## src/rtl/fes_pkg.sv

```systemverilog
package fes_pkg;

  localparam int unsigned DQ_W       = 8;
  localparam int unsigned READY_BIT  = 7;
  localparam int unsigned TOGGLE_BIT = 6;
  localparam logic [DQ_W-1:0] ERASE_CMD = 8'h30;

  typedef enum logic [1:0] {
    BC_IDLE,
    BC_STRB,
    BC_GAP
  } bc_state_t;

  typedef enum logic [1:0] {
    SQ_IDLE,
    SQ_CMD1,
    SQ_CMD2,
    SQ_POLL
  } sq_state_t;

endpackage

```

## src/rtl/fes_bus_cycle.sv

```systemverilog
module fes_bus_cycle
  import fes_pkg::*;
#(
  parameter int unsigned ADDR_W      = 18,
  parameter int unsigned STROBE_CLKS = 3,
  parameter int unsigned GAP_CLKS    = 1
) (
  input  logic              clk,
  input  logic              rst_n,
  input  logic              req_valid,
  output logic              req_ready,
  input  logic              req_wr,
  input  logic [ADDR_W-1:0] req_addr,
  input  logic [DQ_W-1:0]   req_data,
  output logic              cyc_done,
  output logic [DQ_W-1:0]   rd_data,
  output logic              ce_n,
  output logic              we_n,
  output logic              oe_n,
  output logic [ADDR_W-1:0] addr,
  output logic [DQ_W-1:0]   dq_o,
  output logic              dq_oe,
  input  logic [DQ_W-1:0]   dq_i
);

  localparam int unsigned MAXC = (STROBE_CLKS > GAP_CLKS) ? STROBE_CLKS : GAP_CLKS;
  localparam int unsigned CW   = $clog2(MAXC + 1);
  localparam logic [CW-1:0] STRB_LAST = CW'(STROBE_CLKS - 1);
  localparam logic [CW-1:0] GAP_LAST  = CW'(GAP_CLKS - 1);

  bc_state_t         st_q;
  logic [CW-1:0]     cnt_q;
  logic              wr_q;
  logic [ADDR_W-1:0] addr_q;
  logic [DQ_W-1:0]   data_q;
  logic [DQ_W-1:0]   rd_q;
  logic              done_q;

  always_ff @(posedge clk) begin
    if (!rst_n) begin
      st_q   <= BC_IDLE;
      cnt_q  <= '0;
      wr_q   <= 1'b0;
      addr_q <= '0;
      data_q <= '0;
      rd_q   <= '0;
      done_q <= 1'b0;
    end else begin
      done_q <= 1'b0;
      unique case (st_q)
        BC_IDLE: begin
          if (req_valid) begin
            st_q   <= BC_STRB;
            cnt_q  <= '0;
            wr_q   <= req_wr;
            addr_q <= req_addr;
            data_q <= req_data;
          end
        end
        BC_STRB: begin
          if (cnt_q == STRB_LAST) begin
            if (!wr_q) rd_q <= dq_i;
            st_q  <= BC_GAP;
            cnt_q <= '0;
          end else begin
            cnt_q <= cnt_q + 1'b1;
          end
        end
        BC_GAP: begin
          if (cnt_q == GAP_LAST) begin
            st_q   <= BC_IDLE;
            cnt_q  <= '0;
            done_q <= 1'b1;
          end else begin
            cnt_q <= cnt_q + 1'b1;
          end
        end
        default: st_q <= BC_IDLE;
      endcase
    end
  end

  logic strobing;
  assign strobing  = (st_q == BC_STRB);
  assign req_ready = (st_q == BC_IDLE);
  assign cyc_done  = done_q;
  assign rd_data   = rd_q;
  assign ce_n      = !strobing;
  assign we_n      = !(strobing && wr_q);
  assign oe_n      = !(strobing && !wr_q);
  assign addr      = addr_q;
  assign dq_o      = data_q;
  assign dq_oe     = strobing && wr_q;

  // never both strobes at once
  p_one_strobe_r3: assert property (@(posedge clk) disable iff (!rst_n)
    !(!we_n && !oe_n));
  // chip enable tracks the strobes
  p_ce_match_r3: assert property (@(posedge clk) disable iff (!rst_n)
    ce_n == (we_n && oe_n));
  // bus driven only under a write strobe
  p_drive_write_r3: assert property (@(posedge clk) disable iff (!rst_n)
    dq_oe |-> !we_n);
  // address held for the whole strobe
  p_addr_hold_r3: assert property (@(posedge clk) disable iff (!rst_n)
    (!ce_n && $past(!ce_n)) |-> $stable(addr));
  // a strobe is followed by a gap, never directly by another strobe
  p_gap_after_r3: assert property (@(posedge clk) disable iff (!rst_n)
    $rose(ce_n) |=> ce_n);

endmodule

```

## src/rtl/fes_poll_eval.sv

```systemverilog
module fes_poll_eval
  import fes_pkg::*;
(
  input  logic            clk,
  input  logic            rst_n,
  input  logic            clr,
  input  logic            rd_valid,
  input  logic [DQ_W-1:0] rd_data,
  output logic            complete
);

  logic have_prev_q;
  logic prev_tog_q;

  always_ff @(posedge clk) begin
    if (!rst_n) begin
      have_prev_q <= 1'b0;
      prev_tog_q  <= 1'b0;
    end else if (clr) begin
      have_prev_q <= 1'b0;
    end else if (rd_valid) begin
      have_prev_q <= 1'b1;
      prev_tog_q  <= rd_data[TOGGLE_BIT];
    end
  end

  assign complete = rd_valid && have_prev_q && rd_data[READY_BIT]
                    && (rd_data[TOGGLE_BIT] == prev_tog_q);

  // the first read after a clear can never complete
  p_first_read_r5: assert property (@(posedge clk) disable iff (!rst_n)
    (rd_valid && !have_prev_q) |-> !complete);
  // a moving toggle bit blocks completion
  p_toggle_blocks_r6: assert property (@(posedge clk) disable iff (!rst_n)
    (rd_valid && have_prev_q && rd_data[TOGGLE_BIT] != prev_tog_q) |-> !complete);

endmodule

```

## src/rtl/fes_poll_limit.sv

```systemverilog
module fes_poll_limit #(
  parameter int unsigned POLL_LIMIT = 1000
) (
  input  logic clk,
  input  logic rst_n,
  input  logic clr,
  input  logic tick,
  output logic expired
);

  localparam int unsigned LW = $clog2(POLL_LIMIT + 1);
  localparam logic [LW-1:0] LAST = LW'(POLL_LIMIT - 1);

  logic [LW-1:0] cnt_q;

  always_ff @(posedge clk) begin
    if (!rst_n)      cnt_q <= '0;
    else if (clr)    cnt_q <= '0;
    else if (tick)   cnt_q <= (cnt_q == LAST) ? '0 : cnt_q + 1'b1;
  end

  assign expired = tick && (cnt_q == LAST);

  // the read counter never passes the limit
  p_cnt_bound_r8: assert property (@(posedge clk) disable iff (!rst_n)
    cnt_q <= LAST);

endmodule

```

## src/rtl/flash_erase_seq.sv

```systemverilog
module flash_erase_seq
  import fes_pkg::*;
#(
  parameter int unsigned ADDR_W      = 18,
  parameter int unsigned STROBE_CLKS = 3,
  parameter int unsigned GAP_CLKS    = 1,
  parameter int unsigned POLL_LIMIT  = 100000
) (
  input  logic              clk,
  input  logic              rst_n,
  input  logic              start_i,
  output logic              busy_o,
  output logic              done_o,
  output logic              err_o,
  output logic              fl_ce_n_o,
  output logic              fl_we_n_o,
  output logic              fl_oe_n_o,
  output logic [ADDR_W-1:0] fl_addr_o,
  output logic [DQ_W-1:0]   fl_dq_o,
  output logic              fl_dq_oe_o,
  input  logic [DQ_W-1:0]   fl_dq_i
);

  localparam logic [ADDR_W-1:0] CMD_ADDR = '0;

  sq_state_t       sq_q;
  logic            pend_q, busy_q, done_q, err_q;
  logic            req_ready, cyc_done;
  logic [DQ_W-1:0] rd_data;
  logic            poll_clr, rd_valid, complete, expired;

  assign poll_clr = (sq_q == SQ_CMD2) && cyc_done;
  assign rd_valid = (sq_q == SQ_POLL) && cyc_done;

  always_ff @(posedge clk) begin
    if (!rst_n) begin
      sq_q   <= SQ_IDLE;
      pend_q <= 1'b0;
      busy_q <= 1'b0;
      done_q <= 1'b0;
      err_q  <= 1'b0;
    end else begin
      done_q <= 1'b0;
      err_q  <= 1'b0;
      if (pend_q && req_ready) pend_q <= 1'b0;
      unique case (sq_q)
        SQ_IDLE: if (start_i) begin
          sq_q   <= SQ_CMD1;
          busy_q <= 1'b1;
          pend_q <= 1'b1;
        end
        SQ_CMD1: if (cyc_done) begin
          sq_q   <= SQ_CMD2;
          pend_q <= 1'b1;
        end
        SQ_CMD2: if (cyc_done) begin
          sq_q   <= SQ_POLL;
          pend_q <= 1'b1;
        end
        SQ_POLL: if (cyc_done) begin
          if (complete) begin
            done_q <= 1'b1;
            busy_q <= 1'b0;
            sq_q   <= SQ_IDLE;
          end else if (expired) begin
            err_q  <= 1'b1;
            busy_q <= 1'b0;
            sq_q   <= SQ_IDLE;
          end else begin
            pend_q <= 1'b1;
          end
        end
        default: sq_q <= SQ_IDLE;
      endcase
    end
  end

  fes_bus_cycle #(
    .ADDR_W      (ADDR_W),
    .STROBE_CLKS (STROBE_CLKS),
    .GAP_CLKS    (GAP_CLKS)
  ) u_cycle (
    .clk       (clk),
    .rst_n     (rst_n),
    .req_valid (pend_q),
    .req_ready (req_ready),
    .req_wr    (sq_q != SQ_POLL),
    .req_addr  (CMD_ADDR),
    .req_data  (ERASE_CMD),
    .cyc_done  (cyc_done),
    .rd_data   (rd_data),
    .ce_n      (fl_ce_n_o),
    .we_n      (fl_we_n_o),
    .oe_n      (fl_oe_n_o),
    .addr      (fl_addr_o),
    .dq_o      (fl_dq_o),
    .dq_oe     (fl_dq_oe_o),
    .dq_i      (fl_dq_i)
  );

  fes_poll_eval u_eval (
    .clk      (clk),
    .rst_n    (rst_n),
    .clr      (poll_clr),
    .rd_valid (rd_valid),
    .rd_data  (rd_data),
    .complete (complete)
  );

  fes_poll_limit #(.POLL_LIMIT(POLL_LIMIT)) u_limit (
    .clk     (clk),
    .rst_n   (rst_n),
    .clr     (poll_clr),
    .tick    (rd_valid),
    .expired (expired)
  );

  assign busy_o = busy_q;
  assign done_o = done_q;
  assign err_o  = err_q;

  // done lasts one cycle
  p_done_pulse_r7: assert property (@(posedge clk) disable iff (!rst_n)
    done_o |=> !done_o);
  // bus quiet whenever not busy
  p_idle_quiet_r7: assert property (@(posedge clk) disable iff (!rst_n)
    !busy_o |-> fl_ce_n_o);
  // error lasts one cycle and never meets done
  p_err_pulse_r8: assert property (@(posedge clk) disable iff (!rst_n)
    err_o |=> !err_o);
  p_done_err_excl_r8: assert property (@(posedge clk) disable iff (!rst_n)
    !(done_o && err_o));
  // busy rises only after a start pulse
  p_busy_rise_r9: assert property (@(posedge clk) disable iff (!rst_n)
    $rose(busy_o) |-> $past(start_i));
  // busy falls only with done or error
  p_busy_fall_r9: assert property (@(posedge clk) disable iff (!rst_n)
    $fell(busy_o) |-> (done_o || err_o));
  // read strobes only while polling
  p_read_in_poll_r4: assert property (@(posedge clk) disable iff (!rst_n)
    !fl_oe_n_o |-> (sq_q == SQ_POLL));

endmodule

```

## config.mk

```make
export PLATFORM = sky130hd
export DESIGN_NAME = flash_erase_seq
export DESIGN_NICKNAME = d
export VERILOG_FILES = /design/src/rtl/fes_pkg.sv /design/src/rtl/fes_bus_cycle.sv /design/src/rtl/fes_poll_eval.sv /design/src/rtl/fes_poll_limit.sv /design/src/rtl/flash_erase_seq.sv
export SDC_FILE = /design/constraint.sdc
export NUM_CORES = 1
export LEC_CHECK = 0
export ABC_AREA = 1
export BUFFER_PORTS_ARGS = -buffer_cell sky130_fd_sc_hd__buf_4
export CORE_ASPECT_RATIO = 2
export CORE_MARGIN = 2
export CORE_UTILIZATION = 35
export DETAILED_ROUTE_END_ITERATION = 10
export HOLD_SLACK_MARGIN = 0.05
export PLACE_DENSITY_LB_ADDON = 0.25
export SLEW_MARGIN = 30
export SYNTH_ARGS = -nofsm -noshare
export SYNTH_HDL_FRONTEND = slang
export SYNTH_SLANG_ARGS = --single-unit
```

## constraint.sdc

```tcl
create_clock -name clk -period 3.1 [get_ports clk]
set_input_delay 0.31 -clock clk [delete_from_list [all_inputs] [get_ports clk]]
set_output_delay 0.31 -clock clk [all_outputs]
set_load 0.02 [all_outputs]
```

==> results by group, run 1 <==
Synth
  – Post-synthesis area per instance: about 7.5 um^2
  – Post-synth design cell area: between 0.0015 and 0.002 mm^2
  – Dominant cells by area after synthesis: dfxtp_1 (34%), buf_4 (9.4%), ha_1 (8.8%)
  – Post-synth EDFFs: 0
  – Most instantiated flip-flop cell in the synthesis netlist: dfxtp_1
  – Simple-gate portion of the synthesized area: 0.258
  – Post-synth ARST share: 0
  – Number of warning messages in the yosys log: 0
  – Most instantiated library cell after synthesis: nor2_1
  – Synth area leader: dfxtp_1
  – Top post-synthesis cells by count: nor2_1 (43), nand2_1 (38), inv_1 (37), dfxtp_1 (34), buf_4 (25)
  – Synthesis-stage register bit count: 34
  – Proportion of netlist area held by the largest area contributor: 0.340
  – Complex-gate fraction of the synthesized area: 0.107
  – Share of synthesized area spent on multiplexers: 0
  – Number of library cell types mapped by synthesis: 35
  – Adder-cell area share of the yosys netlist: 0.0876
  – Synthesized instance count: between 200 and 300
  – Combinational family with the most area after synthesis: simple AND/OR/NAND/NOR gates
  – Sequential cell area fraction in the yosys report: 0.340
  – Post-synthesis xor/xnor area fraction: 0.0307

Die
  – Die boundary width: ~57 um
  – Effective utilization at floorplan: 0.356
  – Y dimension of the die: between 100 and 150 um
  – Site Rows: 39
  – Die area: roughly 0.0064 mm^2
  – Number of top-level design ports: between 40 and 50
  – Std-Cell Core Area: approximately 0.0056 mm^2

Final layout
  – Utilization after layout: 0.395
  – Fraction of final layout cells with drive strength greater than 1: 0.129
  – Number of nets in the layout: slightly above 300
  – Synthesis-to-finish area growth: 10.8%
  – # diodes: 0

Timing
  – Endpoints failing hold: 0
  – Max-slew violation count: 0
  – Final critical-path required period: approximately 1.7 ns
  – Clk_skew: around 0.0043 ns
  – Max Clock Freq: about 590 MHz
  – Final clock period utilization by the worst path: 0.551
  – Unrepaired setup endpoints after global routing: false
  – Summed negative setup slack over all endpoints: 0 ns
  – Count of endpoints failing setup in the final report: 0

Power
  – PD cells: 673 mW/mm^2
  – Leakage power total: roughly 0.97 nW
  – Maximum VDD drop: between 0.5 and 0.6 mV

Setup path
  – Worst Path Class, Setup: reg2reg
  – Kind of end point of the critical path: flop
  – Top fanout value on the critical path: 8
  – Crit path arrival time: about 1.9 ns
  – Crit start category: flop
  – Crit path required time: 3.26 ns

Routing
  – Number of DRC violations after detailed-routing iteration 0: 41
  – Detailed-route DRC error count: 0
  – Detail Route Antenna Nets: 0
  – Total via count after detailed routing: roughly 1500
  – Vias per Instance: approximately 4.4
  – Routed wire length per instance: 10.4 um
  – Detailed-router iteration count before antenna repair: 4
  – Detailed Route WL: 3610 um

Run status
  – Outcome: completed

Placement
  – IO Port Bufs: 13
  – Final HPWL DP: between 2000 and 3000 um
  – Final estimated routing congestion in global placement: 0.846

Clock tree
  – TritonCTS clock tree: done
  – Clock root buffer master: clkbuf_16
  – Clock transition at the registers of the reported paths: 0.05 ns
  – Post CTS Setup Buffer Count: 0
  – Number of levels the H-tree was split into: 2
  – Cts hold-fix bufs: 0
  – Maximum buffer depth of the clock tree: 2
  – Number of cells upsized or downsized after cts: 0
  – TritonCTS sink count: 34
  – CTS buffer count: 5
  – Insertion delay of the later-clocked pin in the worst-skew pair: 0.28 ns

GRT
  – Maximum number of pins on one net before global-route repair: 12
  – Total track usage: 0.126
  – Number of global-route vias before repair: about 1500
  – Number of antenna violations at the first check in global routing: 0
  – Remaining Overflow, GRT: 0
  – First-pass GRT wire length: 6440 um

Min path
  – Class of the worst hold path: in2reg

Flow run
  – Total of max-cap violations: 0
flip-flops by register name, indices dropped and copies added, names as in the netlist, 2 cells and up:
signal and count:
u_limit.cnt_q 17, sq_q 2, u_cycle.st_q 2, u_cycle.rd_data 2, u_cycle.cnt_q 2
kinds of logic after synthesis:
kind of cell,after synthesis
simple gates,110
buf+inv,66
compound gates,36
flops,34
fa+ha+maj,14
xor+xnor,7
other cells,1
cells in the final DEF (no fill, tap or decap), drive strengths merged, types with 11 or more instances in the layout:
| cell type | n |
|---|---|
| conb | 24 |
| ha | 14 |
| o21ai | 11 |
| dfxtp | 34 |
| nand3 | 12 |
| inv | 38 |
| a21oi | 14 |
| nand2 | 44 |
| nor2 | 46 |
| buf | 13 |
where the power goes:
part | switching [W] | internal (W) | leakage (nW) | total [W]
logic | 0.000299 | 0.000171 | 0.625 | 0.000470
clock network | 0.000177 | 0.000318 | 0.0739 | 0.000495
registers | 0.0000370 | 0.000489 | 0.276 | 0.000526
total | 0.000512 | 0.000978 | 0.975 | 0.00149
area by class of cell:
class | count | area [um^2]
fillers | 594 | 3400
multi-input cells | 191 | 1060
flip-flops and latches | 34 | 681
inverters | 40 | 155
clock buffers | 7 | 143
repair buffers | 13 | 97.6
well taps | 61 | 76.3
clock inverters | 1 | 5.00
worst paths after layout:
path                 startpoint                  to  slack, ns  cells after the start
max reg2reg             sq_q[0]   u_limit.cnt_q[13]       1.39                      8
max                     sq_q[0]   u_limit.cnt_q[13]       1.39                      8
min reg2reg  u_cycle.rd_data[7]  u_cycle.rd_data[7]       0.46                      2
min                  fl_dq_i[6]  u_cycle.rd_data[6]       0.32                      3
worst max-delay path, stage by stage, from the launching register on:
cell and delay [ns]:
dfxtp_1 0.36, ha_1 0.28, nand2_4 0.14, nor2_1 0.22
nand2_1 0.11, nor2_1 0.14, nand4_1 0.10, o21bai_1 0.17
nor2_1 0.07
through the flow:
| step | area, um^2 | worst slack (ns) | cells | power, W | hold slack (ns) |
|---|---|---|---|---|---|
| after global routing | 2210 | 1.12 | 347 | 0.00161 | 0.340 |
| after CTS | 2210 | 1.39 | 347 | 0.00151 | 0.320 |
| after floorplan | 2090 | 1.67 | 291 | 0.000913 | 0.424 |
| final | 2210 | 1.39 | 347 | 0.00149 | 0.321 |
| after detailed placement | 2070 | 1.39 | 339 | 0.00101 | 0.458 |
| after global placement | 2070 | 1.42 | 339 | 0.000995 | 0.446 |
layer usage:
metal,GRT usage,up-vias,wire length (um)
met4,0.0605,0,81
met5,0,-,0
li1,-,828,-
met2,0.200,16,1770
met1,0.156,683,1670
met3,0.0315,6,96
Note: power is estimated with default switching activity, not from simulation.
==> inputs of run 2 (changes only) <==
==> constraint.sdc (replaced) <==
create_clock -name clk -period 1.7 [get_ports clk]
set_input_delay 0.17 -clock clk [delete_from_list [all_inputs] [get_ports clk]]
set_output_delay 0.17 -clock clk [all_outputs]
set_load 0.02 [all_outputs]
==> results by group, run 2 (same netlist as run 1, synthesis figures left out) <==
Run status
  – Outcome: completed (unchanged)

Clock tree
  – CTS buffer count: 5 (unchanged)
  – TritonCTS clock tree: done (unchanged)
  – Number of levels the H-tree was split into: 2 (unchanged)
  – TritonCTS sink count: 34 (unchanged)
  – Clock root buffer master: clkbuf_16 (unchanged)
  – Post CTS Setup Buffer Count: 0 (unchanged)
  – Clock transition at the registers of the reported paths: 0.05 ns (about the same)
  – Insertion delay of the later-clocked pin in the worst-skew pair: 0.27 ns (was 0.28 ns)
  – Cts hold-fix bufs: 0 (unchanged)
  – Maximum buffer depth of the clock tree: 2 (unchanged)

Setup path
  – Crit start category: flop (unchanged)
  – Kind of end point of the critical path: flop (unchanged)
  – Worst Path Class, Setup: reg2reg (unchanged)
  – Worst stage delay on the critical path: 0.41 ns (was 0.36 ns)
  – Timing startpoint of the critical path: sq_q[0] (unchanged)
  – Crit path required time: 1.87 ns (was 3.26 ns)
  – R2R Path Start: sq_q[0] (unchanged)
  – Delay-heaviest family, CP: flip-flops (was simple AND/OR/NAND/NOR gates)
  – Crit path arrival time: 1.77 ns (was 1.87 ns)
  – Cell seen most often among critical-path stages: nor2_1 (unchanged)
  – Critical Path Slowest Stage Cell: dfxtp_1 (unchanged)
  – Ordered cell list for the critical path: inv_1, ha_1, buf_4, o31ai_1, nand3_2, nor2_1, nor2_1 (was ha_1, nand2_4, nor2_1, nand2_1, nor2_1, nand4_1, o21bai_1, nor2_1)
  – Top fanout value on the critical path: 3 (was 8)
  – Total buffers and inverters traversed by the critical path: 2 (was 0)

Final layout
  – Most common library cell in the layout ignoring fill and taps: nor2_1 (unchanged)
  – Register ranked first by flip-flop count: u_limit.cnt_q (unchanged)
  – Fraction of final layout cells with drive strength greater than 1: 0.152 (was 0.129)
  – Area of all placed cells without fillers: 0.00226 mm^2 (was 0.00221 mm^2)
  – Commonest cells after routing, fill and taps aside: nor2_1 (42), nand2_1 (38), inv_1 (37) (was nor2_1 (43), nand2_1 (38), inv_1 (37))
  – Post-route non-filler standard cell count: 351 (was 347)
  – Number of nets in the layout: 315 (was 310)
  – # diodes: 0 (unchanged)
  – Max FFs per register: 17 (unchanged)
  – Synthesis-to-finish area growth: 12.9% (was 10.8%)

Die
  – Die boundary width: 57.4 um (unchanged)
  – Site Rows: 39 (unchanged)
  – Y dimension of the die: 111 um (unchanged)
  – Number of top-level design ports: 44 (unchanged)
  – Effective utilization at floorplan: 0.356 (unchanged)
  – Die area: 0.00637 mm^2 (unchanged)
  – Std-Cell Core Area: 0.00561 mm^2 (unchanged)

Timing
  – Clk_skew: 0.00615 ns (was 0.00432 ns)
  – Worst-case hold slack: 0.185 ns (was 0.321 ns)
  – Summed negative setup slack over all endpoints: 0 ns (unchanged)
  – Max Clock Freq: 624 MHz (was 586 MHz)
  – Max-slew violation count: 0 (unchanged)
  – Final clock period utilization by the worst path: 0.943 (was 0.551)
  – Slack of the critical path: 0.0962 ns (was 1.39 ns)
  – Final critical-path required period: 1.60 ns (was 1.71 ns)
  – Endpoints failing hold: 0 (unchanged)
  – Count of endpoints failing setup in the final report: 0 (unchanged)

Min path
  – Start point of the worst min-delay path: fl_dq_i[7] (was fl_dq_i[6])
  – Class of the worst hold path: in2reg (unchanged)

Placement
  – Setup slack at placement: 0.0602 ns (was 1.39 ns)
  – Final estimated routing congestion in global placement: 0.840 (was 0.846)
  – Area after detailed placement: 0.00210 mm^2 (was 0.00207 mm^2)
  – Total placed cells including tap cells: 344 (was 339)
  – IO Port Bufs: 13 (unchanged)
  – Final HPWL DP: 2890 um (was 2870 um)

GRT
  – Remaining Overflow, GRT: 0 (unchanged)
  – Number of global-route vias before repair: 1513 (was 1515)
  – Total track usage: 0.127 (was 0.126)
  – Maximum number of pins on one net before global-route repair: 12 (unchanged)
  – First-pass GRT wire length: 6510 um (was 6440 um)
  – Number of antenna violations at the first check in global routing: 0 (unchanged)

Power
  – Maximum VDD drop: 0.829 mV (was 0.558 mV)
  – Leakage power total: 0.990 nW (was 0.975 nW)
  – PD cells: 1190 mW/mm^2 (was 673 mW/mm^2)

Routing
  – Number of DRC violations after detailed-routing iteration 0: 64 (was 41)
  – Detail Route Antenna Nets: 0 (unchanged)
  – Total via count after detailed routing: 1579 (was 1533)
  – Routed wire length per instance: 10.3 um (was 10.4 um)
  – Vias per Instance: 4.50 (was 4.42)
  – Detailed-router iteration count before antenna repair: 5 (was 4)
  – Detailed Route WL: 3630 um (was 3610 um)
  – Detailed-route DRC error count: 0 (unchanged)

Flow run
  – Total of max-cap violations: 0 (unchanged)
[run 2: cell count changes in the layout (fill, tap and decap cells not counted)]
cell	delta
clkbuf_8	-1
nor2_2	+1
nor2_1	-1
ha_4	+1
clkbuf_1	+1
ha_1	-1
a21oi_1	-1
dfxtp_2	+1
a21oi_2	+1
dfxtp_1	-1
clkinv_2	-1
buf_4	+5
[run 2: metal layers]
metal / GRT usage / share of wire / vias up
li1: - / - / 839
met1: 0.157 / 0.45 / 710
met2: 0.205 / 0.51 / 22
met3: 0.0315 / 0.030 / 8
met4: 0.0527 / 0.016 / 0
met5: 0 / 0 / -
[run 2: tightest hold or removal path: stages]
cell and delay [ns]:
buf_4 0.08, o21ai_0 0.07, a21oi_1 0.10
[run 2: area by class of cell]
class                           instances  area (um^2)
Fill cell                             595         3350
Multi-Input combinational cell        191         1080
Sequential cell                        34          682
Inverter                               40          155
Timing Repair Buffer                   18          135
Clock buffer                            7          133
Tap cell                               61         76.3
[run 2: path summary, 6_finish.rpt]
check                        to  slack [ns]  depth (start not counted)
max reg2reg             sq_q[1]         0.1                          7
min          u_cycle.rd_data[7]        0.18                          3
min reg2reg  u_cycle.rd_data[7]        0.46                          2
max                     sq_q[1]         0.1                          7
[run 2: where the power goes]
part           switching, W  leakage [nW]  total, W  internal (W)
Sequential        0.0000832         0.276  0.000975      0.000892
Clock              0.000303        0.0640  0.000837      0.000534
Combinational      0.000547         0.650  0.000882      0.000335
[run 2: metrics by stage]
stage | power (W) | utilization
floorplan | 0.00166 | -
global placement | 0.00184 | 0.375
detailed placement | 0.00185 | 0.375
CTS | 0.00271 | 0.399
global route | 0.00290 | 0.402
finish | 0.00269 | 0.402
[run 2: timing repair]
action | CTS | global route
resized for setup | 0 | 5
hold endpoints to repair | 0 | 0
setup endpoints to repair | 0 | 11
==> inputs of run 3 (changes only) <==
--- a/config.mk
+++ b/config.mk
@@ -9,10 +9,10 @@
 export BUFFER_PORTS_ARGS = -buffer_cell sky130_fd_sc_hd__buf_4
 export CORE_ASPECT_RATIO = 2
 export CORE_MARGIN = 2
-export CORE_UTILIZATION = 35
+export CORE_UTILIZATION = 54
 export DETAILED_ROUTE_END_ITERATION = 10
 export HOLD_SLACK_MARGIN = 0.05
-export PLACE_DENSITY_LB_ADDON = 0.25
+export PLACE_DENSITY = 0.79
 export SLEW_MARGIN = 30
 export SYNTH_ARGS = -nofsm -noshare
 export SYNTH_HDL_FRONTEND = slang
==> results by group, run 3 (same netlist as run 1, synthesis figures left out) <==
Run status
  – Outcome: completed (unchanged)

Timing
  – Clk_skew: 0.00851 ns (was 0.00615 ns)
  – Count of endpoints failing setup in the final report: 0 (unchanged)
  – Max-slew violation count: 0 (unchanged)
  – Summed negative setup slack over all endpoints: 0 ns (unchanged)
  – Final critical-path required period: 1.58 ns (was 1.60 ns)
  – Slack of the critical path: 0.124 ns (was 0.0962 ns)
  – Max Clock Freq: 635 MHz (was 624 MHz)
  – Endpoints failing hold: 0 (unchanged)
  – Final clock period utilization by the worst path: 0.927 (was 0.943)

GRT
  – Total track usage: 0.201 (was 0.127)
  – Remaining Overflow, GRT: 0 (unchanged)
  – Maximum number of pins on one net before global-route repair: 12 (unchanged)
  – Number of global-route vias before repair: 1652 (was 1513)
  – Number of antenna violations at the first check in global routing: 0 (unchanged)
  – First-pass GRT wire length: 6400 um (was 6510 um)

Routing
  – Total via count after detailed routing: 1654 (was 1579)
  – Detailed Route WL: 3850 um (was 3630 um)
  – Detailed-router iteration count before antenna repair: 4 (was 5)
  – Routed wire length per instance: 11.2 um (was 10.3 um)
  – Detail Route Antenna Nets: 0 (unchanged)
  – Vias per Instance: 4.82 (was 4.50)
  – Detailed-route DRC error count: 0 (unchanged)
  – Number of DRC violations after detailed-routing iteration 0: 31 (was 64)

Setup path
  – Top fanout value on the critical path: 6 (was 3)
  – Crit path arrival time: 1.75 ns (was 1.77 ns)
  – Cell seen most often among critical-path stages: nor2_1 (unchanged)
  – Crit path required time: 1.87 ns (about the same)
  – Worst stage delay on the critical path: 0.39 ns (was 0.41 ns)
  – Total buffers and inverters traversed by the critical path: 0 (was 2)
  – Kind of end point of the critical path: flop (unchanged)
  – Delay-heaviest family, CP: simple AND/OR/NAND/NOR gates (was flip-flops)
  – Ordered cell list for the critical path: ha_2, nand2_4, nor2_1, nand2_1, nor2_1, nand4_1, o21bai_1, nor2_1 (was inv_1, ha_1, buf_4, o31ai_1, nand3_2, nor2_1, nor2_1)
  – Number of cells on the worst reg-to-reg path: 8 (was 7)
  – Total number of cells along the worst setup path: 8 (was 7)
  – Worst Path Class, Setup: reg2reg (unchanged)
  – Critical Path Slowest Stage Cell: dfxtp_1 (unchanged)
  – Crit start category: flop (unchanged)

Placement
  – Setup slack at placement: 0.120 ns (was 0.0602 ns)
  – Area after detailed placement: 0.00210 mm^2 (about the same)
  – Final estimated routing congestion in global placement: 0.845 (was 0.840)
  – IO Port Bufs: 13 (unchanged)
  – Final HPWL DP: 3080 um (was 2890 um)

Final layout
  – Fraction of final layout cells with drive strength greater than 1: 0.167 (was 0.152)
  – Synthesis-to-finish area growth: 10.6% (was 12.9%)
  – Max FFs per register: 17 (unchanged)
  – Area taken by multi-input logic gates: 0.00106 mm^2 (was 0.00108 mm^2)
  – Register Area: 682 um^2 (unchanged)
  – Area of all placed cells without fillers: 0.00221 mm^2 (was 0.00226 mm^2)
  – Number of nets in the layout: 318 (was 315)
  – Register ranked first by flip-flop count: u_limit.cnt_q (unchanged)
  – Most common library cell in the layout ignoring fill and taps: nor2_1 (unchanged)
  – Fill cell count: 353 (was 595)
  – Commonest cells after routing, fill and taps aside: nor2_1 (41), nand2_1 (38), inv_1 (37) (was nor2_1 (42), nand2_1 (38), inv_1 (37))
  – # diodes: 0 (unchanged)

Clock tree
  – Clock root buffer master: clkbuf_8 (was clkbuf_16)
  – Cts hold-fix bufs: 0 (unchanged)
  – Number of levels the H-tree was split into: 2 (unchanged)
  – Maximum buffer depth of the clock tree: 2 (unchanged)
  – CTS buffer count: 5 (unchanged)
  – TritonCTS clock tree: done (unchanged)
  – Insertion delay of the later-clocked pin in the worst-skew pair: 0.28 ns (was 0.27 ns)
  – Clock transition at the registers of the reported paths: 0.07 ns (was 0.05 ns)
  – TritonCTS sink count: 34 (unchanged)

Power
  – Pint: 0.00154 W (was 0.00176 W)
  – Maximum VDD drop: 0.840 mV (was 0.829 mV)
  – Final total power: 0.00244 W (was 0.00269 W)
  – Fraction of power consumed by combinational cells: 0.357 (was 0.327)
  – Seq pwr share: 0.396 (was 0.362)
  – Leakage power total: 0.985 nW (was 0.990 nW)
  – Clock network fraction of design power: 0.247 (was 0.311)
  – PD cells: 1100 mW/mm^2 (was 1190 mW/mm^2)
  – Switching fraction of total power: 0.368 (was 0.346)
  – Switch Pwr: 0.000897 W (was 0.000933 W)

Die
  – Die area: 0.00423 mm^2 (was 0.00637 mm^2)
  – Site Rows: 31 (was 39)
  – Die boundary width: 47.0 um (was 57.4 um)
  – Y dimension of the die: 90.1 um (was 111 um)
  – Number of top-level design ports: 44 (unchanged)
  – Std-Cell Core Area: 0.00357 mm^2 (was 0.00561 mm^2)
  – Effective utilization at floorplan: 0.560 (was 0.356)

Min path
  – WHS Path Cells: 3 (unchanged)
  – Class of the worst hold path: in2reg (unchanged)

Flow run
  – Total of max-cap violations: 0 (unchanged)
[run 3: cell types whose count changed in the layout (fill, tap and decap cells not counted)]
cell,delta
ha_4,-1
clkinv_2,+1
nor2_2,+1
clkbuf_16,-5
nor2_1,-1
clkbuf_1,-1
clkbuf_8,+6
buf_4,+3
a21oi_2,-1
ha_2,+1
a21oi_1,+1
[run 3: per-layer routing]
layer / GRT usage / wire (um) / up-vias
li1: - / - / 846
met4: 0.113 / 133 / 0
met1: 0.184 / 1310 / 764
met5: 0 / 0 / -
met2: 0.365 / 2310 / 32
met3: 0.0422 / 95 / 12
[run 3: path summary, 6_finish.rpt]
kind | start | end | slack, ns
max | sq_q[0] | u_limit.cnt_q[13] | 0.12
min | fl_dq_i[7] | u_cycle.rd_data[7] | 0.18
max reg2reg | sq_q[0] | u_limit.cnt_q[13] | 0.12
min reg2reg | u_cycle.rd_data[7] | u_cycle.rd_data[7] | 0.44
[run 3: layout make-up]
| type | instances | area share |
|---|---|---|
| Inverter | 40 | 0.0701 |
| Clock inverter | 1 | 0.00226 |
| Sequential cell | 34 | 0.308 |
| Tap cell | 49 | 0.0277 |
| Multi-Input combinational cell | 191 | 0.481 |
| Timing Repair Buffer | 21 | 0.0713 |
| Clock buffer | 7 | 0.0390 |
[run 3: metrics by stage]
step | util | hold slack (ns) | cells
2_1_floorplan | - | 0.335 | 291
3_3_place_gp | 0.588 | 0.434 | 333
3_5_place_dp | 0.588 | 0.442 | 333
4_1_cts | 0.613 | 0.176 | 341
5_1_grt | 0.620 | 0.181 | 343
6_report | 0.620 | 0.179 | 343
[run 3: worst min-delay path, stage by stage]
cell     delay (ns)
buf_4          0.08
o21ai_0        0.07
a21oi_1        0.10
[run 3: power by group through the flow]
stage / combinational (W) / sequential [W] / clock [W]
finish: 0.000869 / 0.000965 / 0.000603
CTS: 0.000875 / 0.000962 / 0.000619
global route: 0.000973 / 0.000978 / 0.000656
floorplan: 0.000684 / 0.000980 / 0
global placement: 0.000845 / 0.000977 / 0
detailed placement: 0.000871 / 0.000978 / 0
[run 3: timing repair]
item | CTS | global route
gates resized for setup | 0 | 4
setup buffers | 0 | 2
setup endpoints to repair | 0 | 8
hold endpoints to repair | 0 | 0
